$ cat src/rtl/pmax_pkg.sv
package pmax_pkg;

  // Strobes from the control unit to the datapath.
  typedef struct packed {
    logic ldTop;    // capture the top bit of all four operands
    logic ldLoCD;   // capture low bits of the C/D pair
    logic ldLoXY;   // capture low bits of the X/Y pair
    logic ldOut;    // capture the selected maximum
    logic forceCD;  // registered prediction: C+D wins
    logic forceXY;  // registered prediction: X+Y wins
  } pmaxCtl_t;

endpackage

$ cat src/rtl/pmax_pair.sv
// Holds one operand pair with separate enables for the top bit and the
// low bits, and forms the widened sum of the pair.
module pmax_pair #(
  parameter int W = 8
) (
  input  logic         clk,
  input  logic         rst,
  input  logic         topEn,
  input  logic         loEn,
  input  logic [W-1:0] opA,
  input  logic [W-1:0] opB,
  output logic [W:0]   pairSum
);

  localparam int LoW = W - 1;

  logic           aTop, bTop;
  logic [LoW-1:0] aLo, bLo;

  always_ff @(posedge clk) begin
    if (rst) begin
      aTop <= 1'b0;
      bTop <= 1'b0;
    end else if (topEn) begin
      aTop <= opA[W-1];
      bTop <= opB[W-1];
    end
  end

  // Low bits load only when this pair is not predicted to lose.
  always_ff @(posedge clk) begin
    if (rst) begin
      aLo <= '0;
      bLo <= '0;
    end else if (loEn) begin
      aLo <= opA[LoW-1:0];
      bLo <= opB[LoW-1:0];
    end
  end

  assign pairSum = {1'b0, aTop, aLo} + {1'b0, bTop, bLo};

endmodule

$ cat src/rtl/pmax_ctrl.sv
// Top-bit predictor, flag registers and valid pipeline.
module pmax_ctrl
  import pmax_pkg::*;
(
  input  logic     clk,
  input  logic     rst,
  input  logic     inValid,
  input  logic     topC,
  input  logic     topD,
  input  logic     topX,
  input  logic     topY,
  output pmaxCtl_t ctl,
  output logic     outValid
);

  logic cdWinsNow, xyWinsNow;
  logic forceCDq, forceXYq;
  logic s1Valid, s2Valid;

  // Both top bits set on one side and clear on the other decides the max.
  assign cdWinsNow = topC & topD & ~topX & ~topY;
  assign xyWinsNow = topX & topY & ~topC & ~topD;

  always_ff @(posedge clk) begin
    if (rst) begin
      forceCDq <= 1'b0;
      forceXYq <= 1'b0;
    end else if (inValid) begin
      forceCDq <= cdWinsNow;
      forceXYq <= xyWinsNow;
    end
  end

  always_ff @(posedge clk) begin
    if (rst) begin
      s1Valid <= 1'b0;
      s2Valid <= 1'b0;
    end else begin
      s1Valid <= inValid;
      s2Valid <= s1Valid;
    end
  end

  always_comb begin
    ctl.ldTop   = inValid;
    ctl.ldLoCD  = inValid & ~xyWinsNow;
    ctl.ldLoXY  = inValid & ~cdWinsNow;
    ctl.ldOut   = s1Valid;
    ctl.forceCD = forceCDq;
    ctl.forceXY = forceXYq;
  end

  assign outValid = s2Valid;

endmodule

$ cat src/rtl/pmax_dp.sv
// Operand pairs, adders, comparator, select and output register.
module pmax_dp
  import pmax_pkg::*;
#(
  parameter int W = 8
) (
  input  logic         clk,
  input  logic         rst,
  input  pmaxCtl_t     ctl,
  input  logic [W-1:0] opC,
  input  logic [W-1:0] opD,
  input  logic [W-1:0] opX,
  input  logic [W-1:0] opY,
  output logic [W:0]   maxSum
);

  localparam int NPair = 2;

  logic [W-1:0] opA [NPair];
  logic [W-1:0] opB [NPair];
  logic         loEn [NPair];
  logic [W:0]   sums [NPair];

  assign opA[0]  = opC;
  assign opB[0]  = opD;
  assign opA[1]  = opX;
  assign opB[1]  = opY;
  assign loEn[0] = ctl.ldLoCD;
  assign loEn[1] = ctl.ldLoXY;

  for (genvar p = 0; p < NPair; p++) begin : g_pair
    pmax_pair #(.W(W)) u_pair (
      .clk     (clk),
      .rst     (rst),
      .topEn   (ctl.ldTop),
      .loEn    (loEn[p]),
      .opA     (opA[p]),
      .opB     (opB[p]),
      .pairSum (sums[p])
    );
  end

  logic       pickCD;
  logic [W:0] nextMax;

  // A registered prediction overrides the comparator; the frozen pair's
  // sum is then never selected.
  always_comb begin
    if (ctl.forceCD)      pickCD = 1'b1;
    else if (ctl.forceXY) pickCD = 1'b0;
    else                  pickCD = (sums[0] >= sums[1]);
    nextMax = pickCD ? sums[0] : sums[1];
  end

  always_ff @(posedge clk) begin
    if (rst)            maxSum <= '0;
    else if (ctl.ldOut) maxSum <= nextMax;
  end

endmodule

$ cat src/rtl/pmax_top.sv
module pmax_top
  import pmax_pkg::*;
#(
  parameter int W = 8
) (
  input  logic         clk,
  input  logic         rst,
  input  logic         inValid,
  input  logic [W-1:0] opC,
  input  logic [W-1:0] opD,
  input  logic [W-1:0] opX,
  input  logic [W-1:0] opY,
  output logic [W:0]   maxSum,
  output logic         outValid
);

  pmaxCtl_t ctl;

  pmax_ctrl u_ctrl (
    .clk      (clk),
    .rst      (rst),
    .inValid  (inValid),
    .topC     (opC[W-1]),
    .topD     (opD[W-1]),
    .topX     (opX[W-1]),
    .topY     (opY[W-1]),
    .ctl      (ctl),
    .outValid (outValid)
  );

  pmax_dp #(.W(W)) u_dp (
    .clk    (clk),
    .rst    (rst),
    .ctl    (ctl),
    .opC    (opC),
    .opD    (opD),
    .opX    (opX),
    .opY    (opY),
    .maxSum (maxSum)
  );

endmodule

$ cat config.mk
export PLATFORM = sky130hd
export DESIGN_NAME = pmax_top
export DESIGN_NICKNAME = d
export VERILOG_FILES = /design/src/rtl/pmax_pkg.sv /design/src/rtl/pmax_pair.sv /design/src/rtl/pmax_ctrl.sv /design/src/rtl/pmax_dp.sv /design/src/rtl/pmax_top.sv
export SDC_FILE = /design/constraint.sdc
export NUM_CORES = 1
export LEC_CHECK = 0
export BUFFER_PORTS_ARGS = -buffer_cell sky130_fd_sc_hd__buf_2
export CORE_MARGIN = 2
export CORE_UTILIZATION = 51
export CTS_CLUSTER_DIAMETER = 100
export DETAILED_ROUTE_END_ITERATION = 7
export PLACE_DENSITY = 0.75
export SLEW_MARGIN = 20
export SYNTH_ARGS = -nofsm -noshare
export SYNTH_HDL_FRONTEND = slang
export SYNTH_HIERARCHICAL = 1
export SYNTH_SLANG_ARGS = --single-unit
$ cat constraint.sdc
create_clock -name clk -period 2.6 [get_ports clk]
set_input_delay 0.26 -clock clk [delete_from_list [all_inputs] [get_ports clk]]
set_output_delay 0.26 -clock clk [all_outputs]
set_load 0.01 [all_outputs]
# After elaboration in Yosys (flattened, before gate mapping)

Index checks and enable logic that the tools add are counted.

Register bits: 45
Latch bits: 0
Bits in writable memories: 0
ROM bits: 0
Input bits: 35
Output and inout bits: 10
Word-level logic and storage cells: 33
Memories: 0

Add/subtract/negate cells: 2
$mul: 0
Div/mod/pow operators: 0
Magnitude comparators: 1
Eq/ne operators: 0
Shift operators: 0
Multiplexer cells: 3
Bitwise gates (word level): 14
Reductions and logical operators: 0

Operators by type and width:

| kind                                   | number |
|---|---|
| 8-bit by 8-bit adder with 9-bit output | 2 |
| 9-bit >= comparator                    | 1 |
| 9-bit two-way mux                      | 1 |
| 1-bit bitwise AND                      | 8 |
| 1-bit inverter                         | 6 |
| 1-bit two-way mux                      | 2 |

# Depth between registers and ports, before layout

Depth after elaboration: 5
Gate-level depth with buffers: 13
Gate-level depth less buffers: 12

# By module

The synthesis kept the hierarchy.

Modules (own cells, without submodules):

| module    | times used | cells an instance | area each (um^2) | seq. area each (um^2) |
|---|---|---|---|---|
| pmax_pair | 2          | 94                | 882.1            | 320.3 |
| pmax_dp   | 1          | 92                | 827.0            | 180.2 |
| pmax_ctrl | 1          | 18                | 182.7            | 80.1 |

# Worst setup path after synthesis

No wires, ideal clock.

Path type: register -> register
From: register u_dp.g_pair[1].u_pair.aLo[0]
To: register u_dp.maxSum[3]
Setup time: 0.079 ns
Arrival: 2.668 ns
Data required time: 2.521 ns
Setup slack: -0.147 ns
Stages on the path, launching flop included: 14
Path buffers: 1
Clock period less this slack: 2.747 ns
Path through: dfxtp_1 -> ha_1 -> fa_1 -> a21oi_1 -> nor2_1 -> nor2_1 -> xnor2_1 -> inv_1 -> ha_1 -> a211oi_2 -> o311ai_4 -> a31o_1 -> buf_6 -> a211oi_2

RTL lines:

| element                | RTL line        | text |
|---|---|---|
| start, declared        | pmax_pair.sv:18 | `logic [LoW-1:0] aLo, bLo;` |
| start signal, assigned | pmax_pair.sv:36 | `aLo <= opA[LoW-1:0];` |
| end signal, assigned   | pmax_dp.sv:57   | `else if (ctl.ldOut) maxSum <= nextMax;` |
| end, declared          | pmax_dp.sv:14   | `output logic [W:0] maxSum` |

==> results.md <==
- Initial Utilization: 0.5363
- Routed vias/inst: 5.577
- Mux cell area share after synthesis: 0.1227
- Clk sinks: 45
- Final Setup Violations: 9
- CTS tree: built
- Die Footprint: 0.006045 mm2
- HP Class: in2reg
- Worst path required time: 2.79 ns
- Initial antenna violation count: 0
- Final ANT Viol Nets: 0
- First-pass GRT wire length: 11000 um
- Xor-xnor portion of the synthesized cell area: 0.02526
- Crit path largest cell delay: between 0.3 and 0.4 ns
- Adder-cell share of the synthesized area: 0.1272
- Gpl congestion: 0.7936
- Synth warn: 6
- CP max-delay cell: fa_2
- Ys async rst share: 0
- Complex-gate fraction of the synthesized area: 0.1876
- Hold Buf Count CTS: 0
- Synth Area in Simple Gates: 0.1579
- Fraction of the yosys area taken by sequential cells: 0.3248
- Crit Path Class: reg2reg
- Final HPWL DP: around 4400 um
- Hold Slack: between 0.15 and 0.2 ns
- Leakage Power: around 1.6 nW
- Synth Instances: 298
- Area delta synth->final: 28.69%
- Max-cap violations: 0
- Root buf cell: clkbuf_8
- Row count: 26
- Fraction of the cycle the final worst path needs: 1.071
- Routed wire per std cell: 15.53 um
- Inserted Diodes: 0
- CP Launch Type: flip-flop
- FF-to-FF Start: u_dp/g_pair[1].u_pair/aLo[0]
- Critical Path AT: between 2 and 3 ns
- Total core area: 0.005172 mm2
- Filler cells: 385
- Port-buffer cells: 44
- Slew @ Worst Pin: 0.8926 ns
- DRT Pass-1 Iters: 4
- Fin. max-slew vios: 0
- Largest net degree at the start of global routing: 46
- R2R depth: 13
- Fin. Hold Viols: 0
- Drt total wl: between 6000 and 7000 um
- Unrepaired setup endpoints after global routing: yes
- Maximum vdd drop: 324.1 uV
- Via Count: approximately 2400
- Num ports: 45
- Avg Cell Area, Syn: 9.308 um2
- Die H: 77.75 um
- Fin Clk Skew: a little under 0.008 ns
- Setup ws final: -0.1833 ns
- FF-to-FF End: u_dp/maxSum[5]
- Clock Path Buffers: 2
- Hold Path End: u_dp/g_pair[0].u_pair/bLo[1]
- Sequential Area: 905.9 um2
- CTS H-tree lvls: 2
- PD cells: between 500 and 600 mW/mm2
- Crit-path max FO: 4
- Top cell type's share of synthesized area: 0.3248
- Area of the mapped netlist: 0.002774 mm2
- Post-synth EDFFs: 0
- Synth cell types: 38
- # DRC: 0
- Min cycle time layout: 2.783 ns
- Largest family of logic cells by synthesized area: compound AO/OA/AOI/OAI gates
- Die width: 77.75 um
- Hold_sp: opD[1]
- Hold path depth: 3
- Footprint of the multi-input gates: a little under 0.002 mm2
- Worst-Skew Late Latency: around 0.3 ns
- Setup slack, reg-to-reg: -0.18 ns
- Outcome: finished with violations
- NumNets Final: 424
- Yosys reg bits: 45
- CP cell instances: ha_4 > fa_2 > a21oi_2 > nor2_1 > nor2_1 > xnor2_1 > inv_1 > ha_4 > a211oi_4 > o311ai_4 > buf_6 > a311oi_2 > a211oi_2
- Initial drt markers: ~170
- Grt total ovfl: 0
- Setup crit end kind: flip-flop
- Area contributors post-synth: dfxtp_1 32%, mux2i_1 12%, ha_1 11%, nor2_1 5.4%, a211oi_2 4.5%
- Share of post-route cells with drive strength above 1: 0.3802
- Synth area leader: dfxtp_1
- Vias in the first global route: 2404
- Post-layout util: 0.6901
- Total CTS buffers: 5
- Clk slew on worst S/H paths: 0.09 ns
- Failing checks: negative setup slack
- Fmax achieved: 359.3 MHz
- Slew HR: 0.4041
- Gr usage total: 0.2252
- Syn_nets: 360
- Post-synth top flop: dfxtp_1
[cell usage in the layout (no fill, tap or decap), types with 3 or more instances in the layout]
| master | Yosys | routed |
|---|---|---|
| nor2_1 | 40 | 38 |
| buf_4 | 4 | 25 |
| nor2b_1 | 16 | 16 |
| a211oi_2 | 10 | 9 |
| a21oi_2 | 0 | 8 |
| buf_6 | 1 | 3 |
| ha_4 | 0 | 5 |
| mux2i_1 | 34 | 34 |
| ha_1 | 25 | 20 |
| xnor2_1 | 4 | 3 |
| dfxtp_2 | 0 | 4 |
| buf_2 | 4 | 44 |
| clkbuf_8 | 0 | 6 |
| dfxtp_1 | 45 | 41 |
| nand2_1 | 15 | 14 |
| nor3_1 | 4 | 4 |
| o21bai_1 | 11 | 11 |
| xor2_1 | 4 | 4 |
| a21o_1 | 4 | 4 |
| a311o_1 | 4 | 4 |
| a311oi_2 | 0 | 8 |
| inv_1 | 15 | 15 |
[sequential cells by signal, summed over array words and instances, names as in the netlist]
name / cells
u_dp/g_pair.u_pair/aLo: 14
u_dp/g_pair.u_pair/bLo: 14
u_dp/maxSum: 9
u_dp/g_pair.u_pair/aTop: 2
u_dp/g_pair.u_pair/bTop: 2
u_ctrl/forceCDq: 1
u_ctrl/forceXYq: 1
u_ctrl/outValid: 1
u_ctrl/s1Valid: 1
[what timing repair did]
| item | 4_1_cts | 5_1_grt |
|---|---|---|
| endpoints found under the hold margin | 0 | 0 |
| setup endpoints to repair | 9 | 9 |
| cloned | 2 | 1 |
| resized for setup | 33 | 5 |
| buffers inserted | 5 | 0 |
| pin swaps | 27 | 4 |
[kinds of logic after synthesis]
logic type / after synthesis
simple gates: 90
compound gates: 61
flops: 45
mux: 34
buf+inv: 33
fa+ha+maj: 27
xor+xnor: 8
[per-layer routing]
layer	global-route usage	share of wire
met5	0	0
met4	0.08929	0.026
met3	0.03837	0.039
met2	0.3966	0.49
met1	0.2710	0.44
[through the flow]
step	TNS [ns]	total power, mW	cell area, um2	setup WS (ns)	std cells
6_report	-1.414	2.036	3570	-0.1833	433
5_1_grt	-2.332	2.144	3570	-0.2784	433
4_1_cts	-0.6819	1.991	3535	-0.08696	432
3_5_place_dp	-2.358	1.408	3238	-0.2859	417
3_3_place_gp	-1.550	1.385	3238	-0.1777	417
2_1_floorplan	-0.1561	1.223	2860	-0.01734	298
[synth_stat cells, types with 4 or more instances]
library cell,instances
nor2b_1,16
xor2_1,4
nor3_1,4
a311o_1,4
mux2i_1,34
a211oi_2,10
ha_1,25
a21o_1,4
buf_2,4
nor2_1,40
inv_1,15
dfxtp_1,45
buf_4,4
clkbuf_1,7
xnor2_1,4
a21oi_1,10
a311oi_1,9
o21bai_1,11
nand3_1,4
nand2_1,15
[worst max path at each step]
stage                     depth (start not counted)              to                          from
after CTS                                        13  u_dp/maxSum[7]  u_dp/g_pair[1].u_pair/aLo[0]
final                                            13  u_dp/maxSum[5]  u_dp/g_pair[1].u_pair/aLo[0]
after global routing                             12  u_dp/maxSum[0]  u_dp/g_pair[0].u_pair/aLo[0]
after floorplan                                  13  u_dp/maxSum[0]  u_dp/g_pair[1].u_pair/aLo[0]
after global placement                           13  u_dp/maxSum[4]  u_dp/g_pair[1].u_pair/aLo[0]
after detailed placement                         12  u_dp/maxSum[4]  u_dp/g_pair[0].u_pair/aLo[0]
[layout make-up]
class / count / area share
clock inverters: 2 / 0.003856
clock buffers: 6 / 0.02313
multi-input cells: 221 / 0.5531
well taps: 70 / 0.02454
flip-flops and latches: 45 / 0.2538
repair buffers: 72 / 0.1237
inverters: 17 / 0.01788
[critical path, delay by kind of cell (launching register included)]
family | cells | cell delay [ns]
AOI/OAI and AO/OA | 5 | 0.90
adders and majority gates | 3 | 0.77
DFF | 1 | 0.34
buffers and inverters | 2 | 0.28
and+or+nand+nor | 2 | 0.23
xor gates and xnor gates | 1 | 0.14
[report_power, final]
group / total (mW) / switching (mW) / internal [mW]
Combinational: 0.796 / 0.430 / 0.366
Sequential: 0.777 / 0.0387 / 0.738
Clock: 0.463 / 0.247 / 0.216
No activity file was read; power rests on OpenSTA's default activity.
